**config.mk**
```make
export PLATFORM = sky130hd
export DESIGN_NAME = spi_flash_seq
export DESIGN_NICKNAME = d
export VERILOG_FILES = /design/src/rtl/spi_seq_pkg.sv /design/src/rtl/spi_seq_shifter.sv /design/src/rtl/spi_seq_buffer.sv /design/src/rtl/spi_seq_ctrl.sv /design/src/rtl/spi_flash_seq.sv
export SDC_FILE = /design/constraint.sdc
export NUM_CORES = 2
export LEC_CHECK = 0
export BUFFER_PORTS_ARGS = -buffer_cell sky130_fd_sc_hd__buf_2
export CORE_MARGIN = 1.5
export CORE_UTILIZATION = 40
export CTS_BUF_LIST = sky130_fd_sc_hd__clkbuf_16
export DETAILED_ROUTE_END_ITERATION = 6
export SLEW_MARGIN = 20
export SYNTH_ARGS = -nofsm -noshare
export SYNTH_HDL_FRONTEND = slang
export SYNTH_HIERARCHICAL = 1
export SYNTH_SLANG_ARGS = --single-unit
```
**constraint.sdc**
```tcl
create_clock -name clk -period 4.9 [get_ports clk]
set_input_delay 0.98 -clock clk [delete_from_list [all_inputs] [get_ports clk]]
set_output_delay 0.98 -clock clk [all_outputs]
set_load 0.01 [all_outputs]
```
**src/rtl/spi_seq_pkg.sv**
```systemverilog
package spi_seq_pkg;

  typedef enum logic [1:0] {
    KIND_READ  = 2'd0,
    KIND_RSVD  = 2'd1,
    KIND_WRITE = 2'd2,
    KIND_ERASE = 2'd3
  } cyc_kind_e;

  localparam logic [7:0] OP_READ  = 8'h03;
  localparam logic [7:0] OP_WREN  = 8'h06;
  localparam logic [7:0] OP_PROG  = 8'h02;
  localparam logic [7:0] OP_SERASE = 8'h20;
  localparam logic [7:0] OP_RDSR  = 8'h05;

  localparam int REG_CTRL = 0;
  localparam int REG_STAT = 1;
  localparam int REG_ADDR = 2;

  // True when a program of cnt_m1+1 bytes from page offset lo leaves the page.
  function automatic logic crosses_page(input logic [7:0] lo, input logic [7:0] cnt_m1);
    logic [8:0] last;
    last = {1'b0, lo} + {1'b0, cnt_m1};
    return last[8];
  endfunction

endpackage

```
**src/rtl/spi_seq_shifter.sv**
```systemverilog
module spi_seq_shifter (
  input  logic       clk,
  input  logic       rst_n,
  input  logic       start,
  input  logic [7:0] tx,
  input  logic       miso,
  output logic       sck,
  output logic       mosi,
  output logic       done,
  output logic [7:0] rx
);
  logic [7:0] sh;
  logic [2:0] bitn;
  logic       active;

  always_ff @(posedge clk or negedge rst_n) begin
    if (!rst_n) begin
      sh <= '0; bitn <= '0; active <= 1'b0; sck <= 1'b0; done <= 1'b0; rx <= '0;
    end else begin
      done <= 1'b0;
      if (start) begin
        sh <= tx; bitn <= '0; active <= 1'b1; sck <= 1'b0;
      end else if (active) begin
        if (!sck) begin
          sck <= 1'b1;
          rx  <= {rx[6:0], miso};
        end else begin
          sck  <= 1'b0;
          sh   <= {sh[6:0], 1'b0};
          bitn <= bitn + 3'd1;
          if (bitn == 3'd7) begin
            active <= 1'b0;
            done   <= 1'b1;
          end
        end
      end
    end
  end

  assign mosi = sh[7];

endmodule

```
**src/rtl/spi_seq_buffer.sv**
```systemverilog
module spi_seq_buffer #(
  parameter int WORDS = 16,
  localparam int WI_W = $clog2(WORDS),
  localparam int BI_W = $clog2(WORDS * 4)
) (
  input  logic            clk,
  input  logic            rst_n,
  input  logic            hw_en,
  input  logic [WI_W-1:0] hw_idx,
  input  logic [31:0]     hw_data,
  input  logic [WI_W-1:0] hr_idx,
  output logic [31:0]     hr_data,
  input  logic            ew_en,
  input  logic [BI_W-1:0] ew_idx,
  input  logic [7:0]      ew_byte,
  input  logic [BI_W-1:0] er_idx,
  output logic [7:0]      er_byte
);
  logic [31:0] mem [WORDS];

  always_ff @(posedge clk or negedge rst_n) begin
    if (!rst_n) begin
      for (int w = 0; w < WORDS; w++) mem[w] <= '0;
    end else if (hw_en) begin
      mem[hw_idx] <= hw_data;
    end else if (ew_en) begin
      mem[ew_idx[BI_W-1:2]][8*ew_idx[1:0] +: 8] <= ew_byte;
    end
  end

  assign hr_data = mem[hr_idx];
  assign er_byte = mem[er_idx[BI_W-1:2]][8*er_idx[1:0] +: 8];

endmodule

```
**src/rtl/spi_seq_ctrl.sv**
```systemverilog
module spi_seq_ctrl
  import spi_seq_pkg::*;
#(
  parameter int BI_W = 6
) (
  input  logic            clk,
  input  logic            rst_n,
  input  logic            go,
  input  cyc_kind_e       kind,
  input  logic [BI_W-1:0] cnt_m1,
  input  logic [23:0]     faddr,
  input  logic            locked,
  input  logic            sh_done,
  input  logic [7:0]      sh_rx,
  input  logic [7:0]      buf_byte,
  output logic            sh_start,
  output logic [7:0]      sh_tx,
  output logic            cs_n,
  output logic            busy,
  output logic [BI_W-1:0] rd_idx,
  output logic            wr_en,
  output logic [BI_W-1:0] wr_idx,
  output logic            done_evt,
  output logic            err_evt,
  output logic            acc_evt
);
  typedef enum logic [3:0] {
    S_IDLE, S_WREN, S_GAP1, S_CMD, S_ADDR, S_DATA, S_GAP2, S_POLLC, S_POLLR, S_FIN
  } st_e;

  st_e             st;
  logic [BI_W-1:0] idx;
  logic            acc_bad, page_bad, launch, is_wr, is_rd;

  assign is_wr    = (kind == KIND_WRITE);
  assign is_rd    = (kind == KIND_READ);
  assign acc_bad  = (kind == KIND_RSVD) || (locked && !is_rd);
  assign page_bad = is_wr && crosses_page(faddr[7:0], 8'(cnt_m1));
  assign launch   = go && (st == S_IDLE) && !acc_bad && !page_bad;
  assign acc_evt  = go && (st == S_IDLE) && acc_bad;
  assign err_evt  = go && (st == S_IDLE) && !acc_bad && page_bad;
  assign done_evt = (st == S_FIN);
  assign busy     = (st != S_IDLE);
  assign rd_idx   = (st == S_DATA) ? idx + 1'b1 : '0;
  assign wr_en    = (st == S_DATA) && sh_done && is_rd;
  assign wr_idx   = idx;

  always_ff @(posedge clk or negedge rst_n) begin
    if (!rst_n) begin
      st <= S_IDLE; idx <= '0; cs_n <= 1'b1; sh_start <= 1'b0; sh_tx <= '0;
    end else begin
      sh_start <= 1'b0;
      case (st)
        S_IDLE: if (launch) begin
          cs_n <= 1'b0; sh_start <= 1'b1; idx <= '0;
          sh_tx <= is_rd ? OP_READ : OP_WREN;
          st    <= is_rd ? S_CMD : S_WREN;
        end
        S_WREN: if (sh_done) begin cs_n <= 1'b1; st <= S_GAP1; end
        S_GAP1: begin
          cs_n <= 1'b0; sh_start <= 1'b1;
          sh_tx <= is_wr ? OP_PROG : OP_SERASE;
          st <= S_CMD;
        end
        S_CMD: if (sh_done) begin
          sh_start <= 1'b1; sh_tx <= faddr[23:16]; idx <= '0; st <= S_ADDR;
        end
        S_ADDR: if (sh_done) begin
          if (idx == BI_W'(2)) begin
            if (kind == KIND_ERASE) begin
              cs_n <= 1'b1; st <= S_GAP2;
            end else begin
              sh_start <= 1'b1; sh_tx <= is_wr ? buf_byte : 8'h00; idx <= '0; st <= S_DATA;
            end
          end else begin
            sh_start <= 1'b1;
            sh_tx <= (idx == '0) ? faddr[15:8] : faddr[7:0];
            idx <= idx + 1'b1;
          end
        end
        S_DATA: if (sh_done) begin
          if (idx == cnt_m1) begin
            cs_n <= 1'b1;
            st   <= is_rd ? S_FIN : S_GAP2;
          end else begin
            sh_start <= 1'b1; sh_tx <= is_wr ? buf_byte : 8'h00; idx <= idx + 1'b1;
          end
        end
        S_GAP2: begin cs_n <= 1'b0; sh_start <= 1'b1; sh_tx <= OP_RDSR; st <= S_POLLC; end
        S_POLLC: if (sh_done) begin sh_start <= 1'b1; sh_tx <= 8'h00; st <= S_POLLR; end
        S_POLLR: if (sh_done) begin
          cs_n <= 1'b1;
          st   <= sh_rx[0] ? S_GAP2 : S_FIN;
        end
        S_FIN:   st <= S_IDLE;
        default: st <= S_IDLE;
      endcase
    end
  end

  // a program/erase completes only when the last polled status byte was idle
  p_done_after_idle_poll_r6: assert property (@(posedge clk) disable iff (!rst_n)
    (done_evt && !is_rd) |-> !sh_rx[0]);

  // a refused program leaves the engine idle
  p_refused_stays_idle_r7: assert property (@(posedge clk) disable iff (!rst_n)
    err_evt |=> !busy);

  // access-refused starts never open a select window
  p_refused_no_select_r11: assert property (@(posedge clk) disable iff (!rst_n)
    acc_evt |=> cs_n);

endmodule

```
**src/rtl/spi_flash_seq.sv**
```systemverilog
module spi_flash_seq
  import spi_seq_pkg::*;
#(
  parameter int          BUF_WORDS  = 16,
  parameter logic [1:0]  ERASE_CODE = 2'd1,
  localparam int REG_AW = $clog2(BUF_WORDS) + 1,
  localparam int WI_W   = $clog2(BUF_WORDS),
  localparam int BI_W   = $clog2(BUF_WORDS * 4)
) (
  input  logic              clk,
  input  logic              rst_n,
  input  logic [REG_AW-1:0] reg_addr,
  input  logic [31:0]       reg_wdata,
  input  logic              reg_wr,
  output logic [31:0]       reg_rdata,
  output logic              spi_sck,
  output logic              spi_cs_n,
  output logic              spi_mosi,
  input  logic              spi_miso
);
  cyc_kind_e       ctl_kind;
  logic [BI_W-1:0] ctl_cnt;
  logic [31:0]     faddr_q;
  logic            go_q, st_done, st_err, st_acc, lock_q;
  logic            eng_busy, busy_any;
  logic            wr_ctrl, wr_stat, wr_addr, wr_buf, buf_sel;
  logic            sh_start, sh_done;
  logic [7:0]      sh_tx, sh_rx, buf_byte;
  logic [BI_W-1:0] rd_idx, wr_idx;
  logic            ewr_en, done_evt, err_evt, acc_evt;
  logic [31:0]     hr_data;

  assign buf_sel  = reg_addr[REG_AW-1];
  assign busy_any = eng_busy | go_q;
  assign wr_ctrl  = reg_wr && !buf_sel && (reg_addr == REG_AW'(REG_CTRL));
  assign wr_stat  = reg_wr && !buf_sel && (reg_addr == REG_AW'(REG_STAT));
  assign wr_addr  = reg_wr && !buf_sel && (reg_addr == REG_AW'(REG_ADDR));
  assign wr_buf   = reg_wr && buf_sel && !busy_any;

  always_ff @(posedge clk or negedge rst_n) begin
    if (!rst_n) begin
      ctl_kind <= KIND_READ; ctl_cnt <= '0; faddr_q <= '0; go_q <= 1'b0;
      st_done <= 1'b0; st_err <= 1'b0; st_acc <= 1'b0; lock_q <= 1'b0;
    end else begin
      go_q <= 1'b0;
      if (wr_ctrl && !busy_any) begin
        ctl_kind <= cyc_kind_e'(reg_wdata[2:1]);
        ctl_cnt  <= reg_wdata[8 +: BI_W];
        go_q     <= reg_wdata[0];
      end
      if (wr_addr && !busy_any) faddr_q <= reg_wdata;
      st_done <= done_evt | (st_done & ~(wr_stat & reg_wdata[0]));
      st_err  <= err_evt  | (st_err  & ~(wr_stat & reg_wdata[1]));
      st_acc  <= acc_evt  | (st_acc  & ~(wr_stat & reg_wdata[2]));
      lock_q  <= lock_q | (wr_stat & reg_wdata[15]);
    end
  end

  always_comb begin
    reg_rdata = '0;
    if (buf_sel) begin
      reg_rdata = hr_data;
    end else if (reg_addr == REG_AW'(REG_CTRL)) begin
      reg_rdata[8 +: BI_W] = ctl_cnt;
      reg_rdata[2:1]       = ctl_kind;
    end else if (reg_addr == REG_AW'(REG_STAT)) begin
      reg_rdata[0]   = st_done;
      reg_rdata[1]   = st_err;
      reg_rdata[2]   = st_acc;
      reg_rdata[4:3] = ERASE_CODE;
      reg_rdata[5]   = busy_any;
      reg_rdata[15]  = lock_q;
    end else if (reg_addr == REG_AW'(REG_ADDR)) begin
      reg_rdata = faddr_q;
    end
  end

  spi_seq_buffer #(.WORDS(BUF_WORDS)) u_buf (
    .clk(clk), .rst_n(rst_n),
    .hw_en(wr_buf), .hw_idx(reg_addr[WI_W-1:0]), .hw_data(reg_wdata),
    .hr_idx(reg_addr[WI_W-1:0]), .hr_data(hr_data),
    .ew_en(ewr_en), .ew_idx(wr_idx), .ew_byte(sh_rx),
    .er_idx(rd_idx), .er_byte(buf_byte)
  );

  spi_seq_shifter u_shift (
    .clk(clk), .rst_n(rst_n), .start(sh_start), .tx(sh_tx), .miso(spi_miso),
    .sck(spi_sck), .mosi(spi_mosi), .done(sh_done), .rx(sh_rx)
  );

  spi_seq_ctrl #(.BI_W(BI_W)) u_ctrl (
    .clk(clk), .rst_n(rst_n), .go(go_q), .kind(ctl_kind), .cnt_m1(ctl_cnt),
    .faddr(faddr_q[23:0]), .locked(lock_q), .sh_done(sh_done), .sh_rx(sh_rx),
    .buf_byte(buf_byte), .sh_start(sh_start), .sh_tx(sh_tx), .cs_n(spi_cs_n),
    .busy(eng_busy), .rd_idx(rd_idx), .wr_en(ewr_en), .wr_idx(wr_idx),
    .done_evt(done_evt), .err_evt(err_evt), .acc_evt(acc_evt)
  );

  // serial clock idles low outside a select window
  p_sck_low_deselected_r14: assert property (@(posedge clk) disable iff (!rst_n)
    spi_cs_n |-> !spi_sck);

  // control fields hold while a cycle is pending or running
  p_ctrl_frozen_busy_r10: assert property (@(posedge clk) disable iff (!rst_n)
    (busy_any && wr_ctrl) |=> ($stable(ctl_kind) && $stable(ctl_cnt)));

  // done flag persists until cleared by a one
  p_done_sticky_r8: assert property (@(posedge clk) disable iff (!rst_n)
    (st_done && !(wr_stat && reg_wdata[0])) |=> st_done);

  // lock never drops once set
  p_lock_sticky_r11: assert property (@(posedge clk) disable iff (!rst_n)
    lock_q |=> lock_q);

endmodule

```
==> Word-level counts from Yosys, hierarchy flattened <==
Cells that the tools add are included.
{ "totals": {"regBits": 599, "latchBits": 0, "ram_bits": 0, "rom_bits": 0, "inputBits": 41, "elab_cells": 237, "mem_count": 0} }
{ "op_classes": {"addsub": 4, "mul": 0, "n_div": 0, "n_lt_le_gt_ge": 5, "eq_ne": 30, "shifts": 3, "muxes": 95, "n_bitwise": 20, "n_reduce_logical": 45} }
{ "ops": {"columns": ["op", "n"], "rows": [
  ["512-bit bitwise mux", 2],
  ["512-bit two-way mux", 2],
  ["32-bit binary-select mux with 4-bit select", 2],
  ["32-bit demux with 4-bit select", 2],
  ["32-bit two-way mux", 8],
  ["8-bit two-way mux", 13],
  ["6-bit two-way mux", 11],
  ["8-bit case mux with 7 select lines", 1],
  ["4-bit two-way mux", 11],
  ["4-bit case mux with 9 select lines", 1],
  ["5-bit negator with 34-bit output", 1],
  ["8-bit by 34-bit variable shift with 32-bit output (first input constant)", 1],
  ["8-bit by 34-bit indexed part select with 32-bit output", 1],
  ["32-bit by 6-bit indexed part select with 8-bit output", 1],
  ["1-bit two-way mux", 28],
  ["6-bit case mux with 4 select lines", 1],
  ["1-bit logical AND", 19],
  ["18-bit two-way mux", 1],
  ["4-bit by 3-bit equality test with 1-bit output (second input constant)", 4],
  ["16-bit two-way mux", 1],
  ["2-bit != test (second input constant)", 8],
  ["8-bit AND reduction", 2],
  ["5-bit >= comparator (second input constant)", 3],
  ["4-bit NOT with 5-bit output", 3],
  ["39 further kinds", 75]
]} }

==> Depth between registers and ports, before layout <==
{ "depth": {"word_depth": 12, "ltp_mapped": 16, "ltp_nobuf": 12} }

==> By module <==
The synthesis kept the hierarchy.
{ "by_module_without_submodules": {"columns": ["mod", "n_inst", "cells_per_inst", "area_each_um2", "seq_area_each_um2"], "rows": [
  ["spi_seq_buffer", 1, 2515, 32512.4, 12812.3],
  ["spi_flash_seq", 1, 173, 2321.0, 1126.1],
  ["spi_seq_ctrl", 1, 254, 2115.8, 501.7],
  ["spi_seq_shifter", 1, 87, 1023.5, 550.5]
]} }

==> Least setup slack after synthesis <==
No wires, ideal clock.
{ "synth_path": {"path_kind": "input to output", "start": "input reg_addr[0]", "end": "output reg_rdata[11]", "arrival_ns": 2.934, "required_time_ns": 3.920, "path_slack_ns": 0.986, "path_stages": 5, "path_buffers": 2, "cell_sequence": "buf_2 -> buf_2 -> mux4_2 -> mux4_2 -> a221o_1"} }
{ "synth_between": {"elab_chain_len": 5, "word_cells_on_any_way": 11, "cone_classes": "eq/ne: 2; mux: 7; bitwise: 1; reduce/logical: 1"} }
{ "synth_lines": {"columns": ["element", "line_no", "source"], "rows": [
  ["start, declared", "spi_flash_seq.sv:12", "input logic [REG_AW-1:0] reg_addr,"],
  ["4-bit NOT with 5-bit output (implied by the code)", "spi_seq_buffer.sv:31", "assign hr_data = mem[hr_idx];"],
  ["32-bit binary-select mux with 4-bit select", "spi_seq_buffer.sv:31", null],
  ["32-bit two-way mux (implied by the code) (2 in a row)", "spi_seq_buffer.sv:31", null],
  ["via hr_data[11]", "spi_flash_seq.sv:31", "logic [31:0] hr_data;"],
  ["32-bit two-way mux", "spi_flash_seq.sv:61", "if (buf_sel) begin"],
  ["end, declared", "spi_flash_seq.sv:15", "output logic [31:0] reg_rdata,"]
]} }
The timed path passes the listed nets, and every way through them passes these cells. The select of a mux whose other input is x is not followed.

==> Final worst setup path <==
{ "layout_path": {"start": "register u_ctrl.idx[1], in the netlist u_ctrl/wr_idx[1]", "end": "register u_ctrl.sh_tx[7]"} }
{ "layout_between": {"elab_chain_len": 12, "word_cells_on_any_way": 21, "cone_classes": "add/sub: 1; eq/ne: 4; shift: 1; mux: 12; bitwise: 1; reduce/logical: 2"} }
{ "layout_lines": {"columns": ["element", "line_no", "source"], "rows": [
  ["start, declared", "spi_seq_ctrl.sv:32", "logic [BI_W-1:0] idx;"],
  ["start signal, assigned", "spi_seq_ctrl.sv:78", "idx <= idx + 1'b1;"],
  ["6-bit by 1-bit adder with 6-bit output *", "spi_seq_ctrl.sv:44", "assign rd_idx = (st == S_DATA) ? idx + 1'b1 : '0;"],
  ["6-bit two-way mux *", "spi_seq_ctrl.sv:44", null],
  ["via rd_idx[4]", "spi_flash_seq.sv:29", "logic [BI_W-1:0] rd_idx, wr_idx;"],
  ["4-bit NOT with 5-bit output (implied by the code) *", "spi_seq_buffer.sv:32", "assign er_byte = mem[er_idx[BI_W-1:2]][8*er_idx[1:0] +: 8];"],
  ["32-bit binary-select mux with 4-bit select *", "spi_seq_buffer.sv:32", null],
  ["32-bit two-way mux (implied by the code) * (2 in a row)", "spi_seq_buffer.sv:32", null],
  ["32-bit by 6-bit indexed part select with 8-bit output *", "spi_seq_buffer.sv:32", null],
  ["via buf_byte[7]", "spi_flash_seq.sv:28", "logic [7:0] sh_tx, sh_rx, buf_byte;"],
  ["8-bit two-way mux *", "spi_seq_ctrl.sv:73, spi_seq_ctrl.sv:86", null],
  ["8-bit two-way mux", "spi_seq_ctrl.sv:70", "if (kind == KIND_ERASE) begin"],
  ["8-bit two-way mux", "spi_seq_ctrl.sv:69", "if (idx == BI_W'(2)) begin"],
  ["8-bit two-way mux", "spi_seq_ctrl.sv:68", "S_ADDR: if (sh_done) begin"],
  ["8-bit case mux with 7 select lines *", "spi_seq_ctrl.sv:53", "case (st)"],
  ["end signal, assigned", "spi_seq_ctrl.sv:56", "sh_tx <= is_rd ? OP_READ : OP_WREN;"],
  ["end signal, assigned", "spi_seq_ctrl.sv:62", "sh_tx <= is_wr ? OP_PROG : OP_SERASE;"],
  ["end signal, assigned", "spi_seq_ctrl.sv:77", "sh_tx <= (idx == '0) ? faddr[15:8] : faddr[7:0];"],
  ["end, declared", "spi_seq_ctrl.sv:17", "output logic [7:0] sh_tx,"]
]} }
Mark *: on every way through the listed nets, which the timed path passes. The rest lies on a longest branch. The select of a mux whose other input is x is not followed.
A chain may end at the register's enable or synchronous reset.

==> results.cfg <==
[run_status]
status = complete, no violations

[die]
ios = 76
die_w_um = 311.1
die_y_um = 311.1
rows = 112
initial_core_util = 0.4050
die_area_um2 = 96790
core_um2 = 93750

[clocking]
htreeDepth = 3
numClockSinks = 599
clk_pin_slew_worst_paths_ps = 60
clockBufferDepth = 3
cts_resized = 0
clk_latency_ps = 650
cts_tree = yes
cts_setup_buffers = 0
cts_hold_buf = 0
cts-root-buf = clkbuf_16
cts_buffers = 69

[power]
p_per_area_nw_per_um2 = 328.1
finalPower_w = 0.01388
p_leak_nw = 17.49
vdd_ir_drop_max_mv = 0.2315

[synth]
yosysUniqueCellTypes = 93
synth-edff-count = 0
synth_fp_nets = 3085
synth_ff_type = dfrtp_1
synth_top_area_cell = dfrtp_1
synth.most_common_cell = dfrtp_1
synth_area_um2 = 37970
synth_cells = 3029
synth_top_area_frac = 0.3941
ys_seq_area_frac = 0.3948
yosys-top-cells-count = dfrtp_1, mux2_2, o22ai_1
ys.warnings.count = 6
syn_area_per_cell_um2 = 12.54
async_flop_share = 1.000
synth_area_leaders = dfrtp_1, mux2_2, mux4_2
synth.ff_latch_count = 599

[grt]
grt_pass1_vias = 31470
grt-ovfl-total = 0
grt_usage = 0.3231
grt_pass1_wl_um = 228400
antenna_found_initial = 8
grt_max_degree = 104

[sta]
fmax_mhz = 221.0
slew_viol_final = 0
rsz0062_at_grt = no
hold_viol = 0
fin_setup_tns_ps = 0
fin_hold_ws_ps = 437.2
worstMarginPinSlew_ps = 1214
fin_skew_ps = 37.00
finalSetupViolations = 0
min_period_over_period = 0.9234
slew_headroom = 0.1839
min_period_ps = 4524

[drt]
vias_per_cell = 7.322
wirelength_um = 159600
drc = 0
route.vias.total = 31730
drt_first_pass_iters = 6
first_iter_violations = 5204
wl_per_cell_um = 36.83
ant_nets = 0

[layout]
stdcell_count = 4333
drive_above_1_share = 0.4233
num-nets-final = 3082
syn_to_final_growth_pct = 11.39

[min_path]
hold_path.class = in2async

[worst_setup_path]
slowest_delay_ps = 630
startpoint_type = flip-flop
crit_arrival_ps = 5020
path_class = reg2reg
crit_slowest_cell = dfrtp_1
critical_path.endpoint_type = flip-flop
crit_chain = ha_1 > and3_1 > xnor2_1 > nor2_4 > buf_4 > nand4_1 > o221a_2 > nand4_1 > o32ai_1 > buf_4 > a32oi_1 > o31ai_1 > mux2_2
worst-endpoint-required_ps = 5400
crit_fanout = 11

[placement]
io_buffers = 75
dp_cells = 4209
dpl.hpwl_um = 103400
gp_congestion = 0.9792

[run]
cap_viol_max_count = 0
==> cell families (layout without fill, tap and decap cells) <==
logic type	after synthesis	after routing	synth area share
mux	899	899	0.3493
compound gates	790	790	0.1511
flops	599	599	0.3948
simple gates	393	393	0.05934
buf+inv	321	368	0.03783
fa+ha+maj	15	15	0.004943
xor+xnor	12	12	0.002768
other cells	0	3	0
==> flip-flops by register name, summed over array words and instances (netlist names), 2 cells and up <==
signal	cells
u_ctrl/st	4
ctl_kind	2
u_shift/rx	8
u_shift/sh	8
u_ctrl/sh_tx	8
u_ctrl/wr_idx	6
u_buf/mem	512
u_shift/bitn	3
ctl_cnt	6
faddr_q	32
==> cell type report <==
| class | count | area (um2) |
|---|---|---|
| Fill cell | 8377 | 51450 |
| Multi-Input combinational cell | 2109 | 21680 |
| Sequential cell | 599 | 14990 |
| Timing Repair Buffer | 229 | 1823 |
| Clock buffer | 72 | 1802 |
| Tap cell | 1254 | 1569 |
| Clock inverter | 49 | 350.3 |
| Inverter | 18 | 70.07 |
| Antenna cell | 3 | 7.507 |
==> layout by cell type (no fill, tap or decap), types with 9 or more instances in the layout <==
master	synthesis	final
clkbuf_16	0	72
nor2_1	46	43
mux2_2	547	547
a22oi_1	11	11
nand4_1	9	9
nand3_1	14	14
xnor2_1	11	11
a22o_1	47	47
clkinv_2	0	9
a21oi_4	10	11
o221ai_1	11	11
o21ai_0	21	21
mux2_4	31	31
nand2_1	157	157
nand4b_1	13	13
and2_1	13	13
a32oi_1	12	12
buf_12	0	21
mux4_2	269	269
a21oi_1	20	19
o22ai_1	496	496
a31oi_2	45	45
inv_1	15	27
o2bb2ai_1	11	11
clkinv_1	0	14
dfrtp_1	598	598
o211ai_1	11	11
a211oi_1	15	15
buf_2	87	71
ha_1	15	15
and3_1	26	25
mux2i_1	41	41
buf_4	11	134
nand2b_1	22	22
==> metal layers <==
layer	global-route usage	up-vias	part of all wire
met5	0	-	0.00050
met4	0.1800	12	0.067
met3	0.1357	654	0.15
met2	0.4555	2601	0.41
met1	0.4168	16250	0.36
li1	-	12210	-
==> metrics by stage <==
| stage | cell area [um2] | setup slack (ps) | util |
|---|---|---|---|
| after floorplan | 37970 | 986.1 | - |
| after global placement | 40130 | 577.1 | 0.4280 |
| after detailed placement | 40140 | 564.5 | 0.4281 |
| after CTS | 42290 | 557.2 | 0.4511 |
| after global routing | 42290 | 383.7 | 0.4511 |
| final | 42300 | 375.6 | 0.4512 |
==> power by group <==
group / switching (W) / internal, W / leakage (nW)
Sequential: 0.000364 / 0.00519 / 8.30
Combinational: 0.00215 / 0.00109 / 8.11
Clock: 0.00222 / 0.00287 / 1.09
Total: 0.00473 / 0.00914 / 17.5
==> path summary, 6_finish.rpt <==
| check | startpoint | endpoint | slack [ps] | depth (start not counted) |
|---|---|---|---|---|
| setup / recovery | u_ctrl/wr_idx[1] | u_ctrl/sh_tx[7] | 380 | 13 |
| hold / removal | rst_n | faddr_q[11] | 440 | 1 |
| setup reg to reg | u_ctrl/wr_idx[1] | u_ctrl/sh_tx[7] | 380 | 13 |
| hold reg to reg | u_ctrl/sh_tx[0] | u_shift/sh[0] | 500 | 2 |
| max in group asynchronous | rst_n | u_buf/mem[28] | 3160 | 2 |
| min in group clk | u_ctrl/sh_tx[0] | u_shift/sh[0] | 500 | 2 |
==> worst max-delay path, delay by kind of cell, from the launching register on <==
kind	cells	cell delay [ps]
multiplexers	1	290
flip-flops	1	630
adder cells (fa/ha/maj)	1	280
XOR/XNOR	1	130
AND/OR/NAND/NOR	4	1640
AO/OA/AOI/OAI	4	860
buffers and inverters	2	550
No activity file was read; power rests on OpenSTA's default activity.
